**config.mk**
```make
export PLATFORM = sky130hd
export DESIGN_NAME = uart_frame_tx
export DESIGN_NICKNAME = d
export VERILOG_FILES = /design/src/rtl/uart_frame_tx.sv
export SDC_FILE = /design/constraint.sdc
export NUM_CORES = 1
export LEC_CHECK = 0
export BUFFER_PORTS_ARGS = -buffer_cell sky130_fd_sc_hd__buf_4
export CORE_ASPECT_RATIO = 1.4
export CORE_UTILIZATION = 58
export DETAILED_ROUTE_END_ITERATION = 12
export PLACE_DENSITY = 0.8
export SYNTH_ARGS = -nofsm -noshare
export SYNTH_HDL_FRONTEND = slang
export SYNTH_SLANG_ARGS = --single-unit
```
**constraint.sdc**
```tcl
create_clock -name clk -period 3.35 [get_ports clk]
set_clock_uncertainty 0.1 [all_clocks]
set_input_delay 0.5025 -clock clk [delete_from_list [all_inputs] [get_ports clk]]
set_output_delay 0.5025 -clock clk [all_outputs]
set_load 0.005 [all_outputs]
```
**src/rtl/uart_frame_tx.sv**
```systemverilog
module uart_frame_tx #(
  parameter int DATA_MAX = 8,
  parameter int OVS      = 16,
  parameter int FRAC_W   = 4
) (
  input  logic                clk,
  input  logic                rst_n,
  input  logic                tick,
  input  logic [1:0]          cfg_len,
  input  logic                cfg_par_en,
  input  logic [1:0]          cfg_par_mode,
  input  logic                cfg_stop2,
  input  logic                cfg_frac_en,
  input  logic [FRAC_W-1:0]   cfg_stop_frac,
  input  logic                cfg_multidrop,
  input  logic                cfg_iso,
  input  logic                in_valid,
  output logic                in_ready,
  input  logic [DATA_MAX-1:0] in_data,
  input  logic                in_addr,
  output logic                txd,
  output logic                busy
);
  localparam int FRAME_W = DATA_MAX + 2;
  localparam int TCNT_W  = $clog2(2 * OVS + 1);
  localparam int BCNT_W  = $clog2(FRAME_W + 1);

  typedef enum logic [1:0] {S_IDLE, S_BITS, S_STOP} st_t;

  st_t                st;
  logic [FRAME_W-1:0] sh;
  logic [BCNT_W-1:0]  bcnt;
  logic [TCNT_W-1:0]  tcnt, bit_len_q, stop_len_q;

  logic [BCNT_W-1:0]  n_data;
  logic               has_x, x_bit, par_bit;
  logic [FRAME_W-1:0] frame;
  logic [TCNT_W-1:0]  bit_len_n, stop_len_n;
  logic [DATA_MAX-1:0] dmask;

  wire [TCNT_W-1:0] cur_len = (st == S_STOP) ? stop_len_q : bit_len_q;
  wire seg_end = tick && (tcnt == cur_len - TCNT_W'(1));
  wire accept  = in_valid && in_ready;

  assign in_ready = (st == S_IDLE) || (st == S_STOP && seg_end);
  assign busy     = (st != S_IDLE);
  assign txd      = (st == S_BITS) ? sh[0] : 1'b1;

  assign n_data = BCNT_W'(cfg_len) + BCNT_W'(5);
  assign has_x  = cfg_multidrop || cfg_par_en;
  assign x_bit  = cfg_multidrop ? in_addr : par_bit;

  always_comb begin
    for (int i = 0; i < DATA_MAX; i++)
      dmask[i] = (BCNT_W'(i) < n_data) ? in_data[i] : 1'b0;
    case (cfg_par_mode)
      2'd0:    par_bit = ^dmask;
      2'd1:    par_bit = ~^dmask;
      2'd2:    par_bit = 1'b0;
      default: par_bit = 1'b1;
    endcase
  end

  always_comb begin
    frame = '0;
    for (int i = 0; i < DATA_MAX; i++)
      frame[i+1] = dmask[i];
    for (int j = 1; j <= DATA_MAX; j++)
      if (has_x && BCNT_W'(j) == n_data) frame[j+1] = x_bit;
  end

  always_comb begin
    bit_len_n = cfg_iso ? TCNT_W'(1) : TCNT_W'(OVS);
    if (cfg_iso)
      stop_len_n = cfg_stop2 ? TCNT_W'(2) : TCNT_W'(1);
    else if (cfg_frac_en)
      stop_len_n = TCNT_W'(OVS) + TCNT_W'(cfg_stop_frac);
    else
      stop_len_n = cfg_stop2 ? TCNT_W'(2 * OVS) : TCNT_W'(OVS);
  end

  always_ff @(posedge clk) begin
    if (!rst_n) begin
      st         <= S_IDLE;
      sh         <= '1;
      bcnt       <= '0;
      tcnt       <= '0;
      bit_len_q  <= TCNT_W'(OVS);
      stop_len_q <= TCNT_W'(OVS);
    end else if (accept) begin
      st         <= S_BITS;
      sh         <= frame;
      bcnt       <= n_data + BCNT_W'(has_x);
      tcnt       <= '0;
      bit_len_q  <= bit_len_n;
      stop_len_q <= stop_len_n;
    end else if (tick) begin
      case (st)
        S_BITS: begin
          if (seg_end) begin
            tcnt <= '0;
            if (bcnt == '0) st <= S_STOP;
            else begin
              sh   <= {1'b1, sh[FRAME_W-1:1]};
              bcnt <= bcnt - BCNT_W'(1);
            end
          end else tcnt <= tcnt + TCNT_W'(1);
        end
        S_STOP: begin
          if (seg_end) begin
            tcnt <= '0;
            st   <= S_IDLE;
          end else tcnt <= tcnt + TCNT_W'(1);
        end
        default: tcnt <= '0;
      endcase
    end
  end
endmodule

```
# [After elaboration in Yosys (flattened, before gate mapping)]
# Index checks and enable logic that the tools add are counted.
[word_totals] ff_bits=34 latchBits=0 ramBits=0 mem_bits_ro=0 inputBits=26 out_inout_bits=3 word_cells=114 n_memories=0
[op_classes] addsub=6 multipliers=0 div_mod_pow=0 order_cmp=8 eq_ne=20 shift=0 mux=43 n_bitwise=1 n_reduce_logical=29
[op_table] operator="$mux 10" n=5
[op_table] operator="$mux 6" n=6
[op_table] operator="$mux 1" n=20
[op_table] operator="$mux 4" n=5
[op_table] operator="$eq 3x4->1 const A" n=4
[op_table] operator="$lt 3x4->1 const A" n=4
[op_table] operator="$logic_and 1x1->1" n=11
[op_table] operator="$reduce_and 5->1" n=2
[op_table] operator="$reduce_bool 2->1" n=5
[op_table] operator="$eq 2x4->1 const A" n=2
[op_table] operator="$lt 1x4->1 const A" n=2
[op_table] operator="$lt 2x4->1 const A" n=2
[op_table] operator="$mux 2" n=4
[op_table] operator="$reduce_xnor 8->1" n=1
[op_table] operator="$reduce_xor 8->1" n=1
[op_table] operator="$add 5x4->6 const A" n=1
[op_table] operator="$add 6x1->6 const B" n=1
[op_table] operator="$eq 6x6->1" n=1
[op_table] operator="$ne 2x2->1 const B" n=3
[op_table] operator="$ne 3x3->1 const B" n=2
[op_table] operator="$sub 6x1->6 const B" n=1
[op_table] operator="$mux 5" n=1
[op_table] operator="$add 2x3->4 const B" n=1
[op_table] operator="$add 4x1->4" n=1
[op_table] operator="other kinds (16)" n=21

# [Logic depth before layout (Yosys ltp)]
[depth] ltp_word=10 depth_mapped=12 depth_no_buf=9

# [Worst setup path after synthesis]
# No wires, ideal clock.
[synth_timing] path_kind="register -> register" startpoint="reg st[0]" endpoint="reg stop_len_q[0]" setup_time_ps=133 arrival_time_ps=2393 required_ps=3117 path_slack_ps=724 path_stages_with_launch=11 path_buffers=1 period_less_slack_ps=2626 cell_sequence="dfxtp_1 > inv_1 > ha_1 > mux2i_2 > nor4b_4 > o31a_1 > o2111ai_4 > o31a_1 > buf_2 > a221oi_1 > nor3_1"
[synth_between] elab_chain_len=8 word_cells_on_any_way=9 cone_classes="1 x add/sub; 2 x eq/ne; 1 x mux; 5 x reduce/logical"
[synth_rtl] element="start: declaration" line="30" text="st_t st;"
[synth_rtl] element="start signal: assignment" line="84" text="st <= S_IDLE;"
[synth_rtl] element="start signal: assignment" line="91" text="st <= S_BITS;"
[synth_rtl] element="start signal: assignment" line="102" text="if (bcnt == '0) st <= S_STOP;"
[synth_rtl] element="$eq 2x2->1" line="41, 45"
[synth_rtl] element="$mux 6" line="41" text="wire [TCNT_W-1:0] cur_len = (st == S_STOP) ? stop_len_q : bit_len_q;"
[synth_rtl] element="$sub 6x1->6" line="42" text="wire seg_end = tick && (tcnt == cur_len - TCNT_W'(1));"
[synth_rtl] element="$eq 6x6->1" line="42"
[synth_rtl] element="$logic_and 1x1->1" line="42"
[synth_rtl] element="$logic_and 1x1->1" line="45" text="assign in_ready = (st == S_IDLE) || (st == S_STOP && seg_end);"
[synth_rtl] element="$logic_or 1x1->1 *" line="45"
[synth_rtl] element="$logic_and 1x1->1 *" line="43" text="wire accept = in_valid && in_ready;"
[synth_rtl] element="end signal: assignment" line="89" text="stop_len_q <= TCNT_W'(OVS);"
[synth_rtl] element="end signal: assignment" line="96" text="stop_len_q <= stop_len_n;"
[synth_rtl] element="end: declaration" line="33" text="logic [TCNT_W-1:0] tcnt, bit_len_q, stop_len_q;"
# Every way passes the cells marked *; elsewhere a longest branch is shown, timed or not.
# A chain may end at the register's enable or synchronous reset.

# [Final worst setup path]
[layout_timing] startpoint="reg st[0]" endpoint="out in_ready"
[layout_between] elab_chain_len=7 word_cells_on_any_way=8 cone_classes="1 x add/sub; 2 x eq/ne; 1 x mux; 4 x reduce/logical"
[layout_rtl] element="$eq 2x2->1" line="41, 45"
[layout_rtl] element="$mux 6" line="41"
[layout_rtl] element="$sub 6x1->6" line="42"
[layout_rtl] element="$eq 6x6->1" line="42"
[layout_rtl] element="$logic_and 1x1->1" line="42"
[layout_rtl] element="$logic_and 1x1->1" line="45"
[layout_rtl] element="$logic_or 1x1->1 *" line="45"
[layout_rtl] element="end: declaration" line="18" text="output logic in_ready,"
# Marked as above.

==> results.ini <==
[hold_path]
hold_start = rst_n
min_to = stop_len_q[4]$_SDFFE_PN1N_
whs_path_depth = 2
hold_class = primary input to flip-flop

[clocking]
cts_setup_buffers = 0
clk_latency_ns = 0.28
cts_max_level = 2
cts_tree = done
cts_buffers = 5
cts-root-buf = clkbuf_8
clock_path_buffers = 2
clock-sinks = 30
cts.clk_slew.worst_paths_ns = 0.06

[synth]
synth.distinct_cells = 61
yosysMostFrequentCell = dfxtp_1
ys_seq_area_share_pct = 26.27
synthesis.nets = 317
ys_top_cells_by_count = 30 x dfxtp_1, 28 x nand2_1, 15 x a21oi_1, 15 x nor2_1
synthesis.area_sq_mm = 0.002286
ys_ff_latch = 30
synth_cells = 276
synth_top_area_cell = dfxtp_1
async_reset_ff_share_pct = 0
synth_top_area_share_pct = 26.27
synth_ff_type = dfxtp_1
synth_warnings = 0
synth_edf_count = 0
syn_area_per_cell_sq_um = 8.282
synth_area_leaders = dfxtp_1 26%, ha_1 7.7%, nand2_1 4.6%, mux2i_1 3.5%, a21oi_1 3.3%

[global_route]
grt_antenna_before_repair = 0
grt_usage_pct = 27.44
grt_max_degree = 22
grt_pass1_vias = 2050
grt-ovfl-total = 0
grt_pass1_wl_um = 8493

[routing]
vias = 2107
viasPerCell = 6.143
met3_length_um = 126
top_layer = met4
wl_met2_um = 2861
wire_per_inst_um = 15.25
ant_nets = 0
drt-total-wl_um = 5232
drcViolationCount = 0
met1_length_um = 2048
first_iter_violations = 58
drtPass1Iterations = 4

[worst_setup_path]
critPathSlowestCell = mux2i_4
rrSetupSlack_ns = 0.30
crit_start = st[0]$_SDFFE_PN0P_
reg2reg_from = st[0]$_SDFFE_PN0P_
path_class = flip-flop to primary output
worstSetupStartpointType = flip-flop
worstSetupEndpointType = primary output
reg2regPathDepth = 9
cp.arrival_ns = 2.55
path_buf_inv = 2
path_cells = inv_1 > ha_2 > mux2i_4 > nor4b_4 > o31a_1 > o2111a_2 > nand3_1 > nand2_1 > buf_4
critPathMaxFanout = 11
crit_family = compound AO/OA/AOI/OAI gates
crit_required_ns = 2.75
timing.rr.end = sh[9]$_SDFFE_PN1P_
crit_path_max_incr_delay_ns = 0.34

[floorplan]
die_h_um = 76.28
core_area_sq_mm = 0.003709
row_count = 26
start_util_pct = 61.64
die-area_sq_mm = 0.004200
die_width_um = 55.06
ios = 29

[layout]
final_core_utilization_pct = 70.31
area_growth_pct = 14.07
layout.nets = 341
diodes = 0
layout-drive-gt1-share_pct = 17.61
ff_latch_area_sq_um = 600.6
fillers = 305
multi_input_area_sq_mm = 0.001578

[power_and_ir_drop]
p_per_area_mw_per_mm2 = 350.3
power_leakage_nw = 1.010
peakVddDrop_mv = 0.3336

[timing]
max_freq_mhz = 317.1
tightest_slew_ns = 0.5227
setup-tns-final_ns = 0
slew_headroom_pct = 65.11
setup_viol = 0
hold_viol_final = 0
period_minus_slack_ns = 3.154
finalCritPeriodShare_pct = 94.14
drv_slew = 0
rsz0062_at_grt = false

[outcome]
status = finished, final reports clean

[placement]
dp_hpwl_um = 4026
gp_congestion = 0.8607
io_buffers = 28

[job]
drv_cap = 0

metrics by stage:
stage | std cells | cell area (sq um) | setup WS (ns) | power [mW] | hold slack, ns
floorplan | 276 | 2286 | 0.7240 | 0.5513 | 0.3557
global placement | 335 | 2504 | 0.3068 | 0.6149 | 0.3740
detailed placement | 335 | 2504 | 0.1754 | 0.6205 | 0.3820
CTS | 343 | 2597 | 0.06789 | 0.9174 | 0.3882
global route | 343 | 2608 | 0.01528 | 0.9582 | 0.3886
finish | 343 | 2608 | 0.1964 | 0.9135 | 0.3928
registers in the layout (all words and copies together) (netlist names):
register	cells
bcnt	4
st	2
bit_len_q	2
tcnt	6
sh	10
stop_len_q	6
area by class of cell:
class	count	share of cell area [%]
Clock inverter	1	0.1919
Inverter	14	2.015
Clock buffer	7	3.311
Sequential cell	30	23.03
Timing Repair Buffer	31	8.925
Tap cell	42	2.015
Multi-Input combinational cell	218	60.51
report_power, final:
part	internal (mW)	total, mW	leakage [nW]	switching [mW]
sequential	0.380	0.401	0.247	0.0203
combinational	0.100	0.214	0.715	0.114
clock	0.165	0.299	0.0482	0.134
cell usage in the layout (no fill, tap or decap), types with 8 or more instances in the layout:
master	count
o21ai_0	10
mux2i_1	8
nand2_1	28
a21oi_1	15
nor2_1	15
nand2b_1	10
nand3_1	9
dfxtp_1	30
ha_1	13
xnor2_1	8
buf_4	31
inv_1	14
logic make-up (layout without fill, tap and decap cells):
family	after synthesis	after routing	share of synthesized area (%)
fa+ha+maj	15	15	8.539
simple gates	99	99	24.08
flops	30	30	26.27
mux	11	11	5.090
compound gates	82	82	25.95
buf+inv	28	53	5.254
xor+xnor	11	11	4.817
timing repair:
item,in CTS,in global routing
hold buffers,0,0
resized for setup,1,2
endpoints found under the setup margin,1,1
worst max-delay path by stage:
stage,slack [ns],endpoint,depth (start not counted)
final,0.20,in_ready,9
after global routing,0.02,in_ready,9
after CTS,0.07,in_ready,9
after detailed placement,0.18,sh[9]$_SDFFE_PN1P_,9
after global placement,0.31,sh[2]$_SDFFE_PN1P_,10
after floorplan,0.72,stop_len_q[0]$_SDFFE_PN0N_,10
layer usage:
metal / up-vias / track usage (%)
li1: 1060 / -
met3: 16 / 5.190
met1: 982 / 26.97
met5: - / 0
met2: 49 / 49.28
met4: 0 / 15.50
No activity file was read; power rests on OpenSTA's default activity.
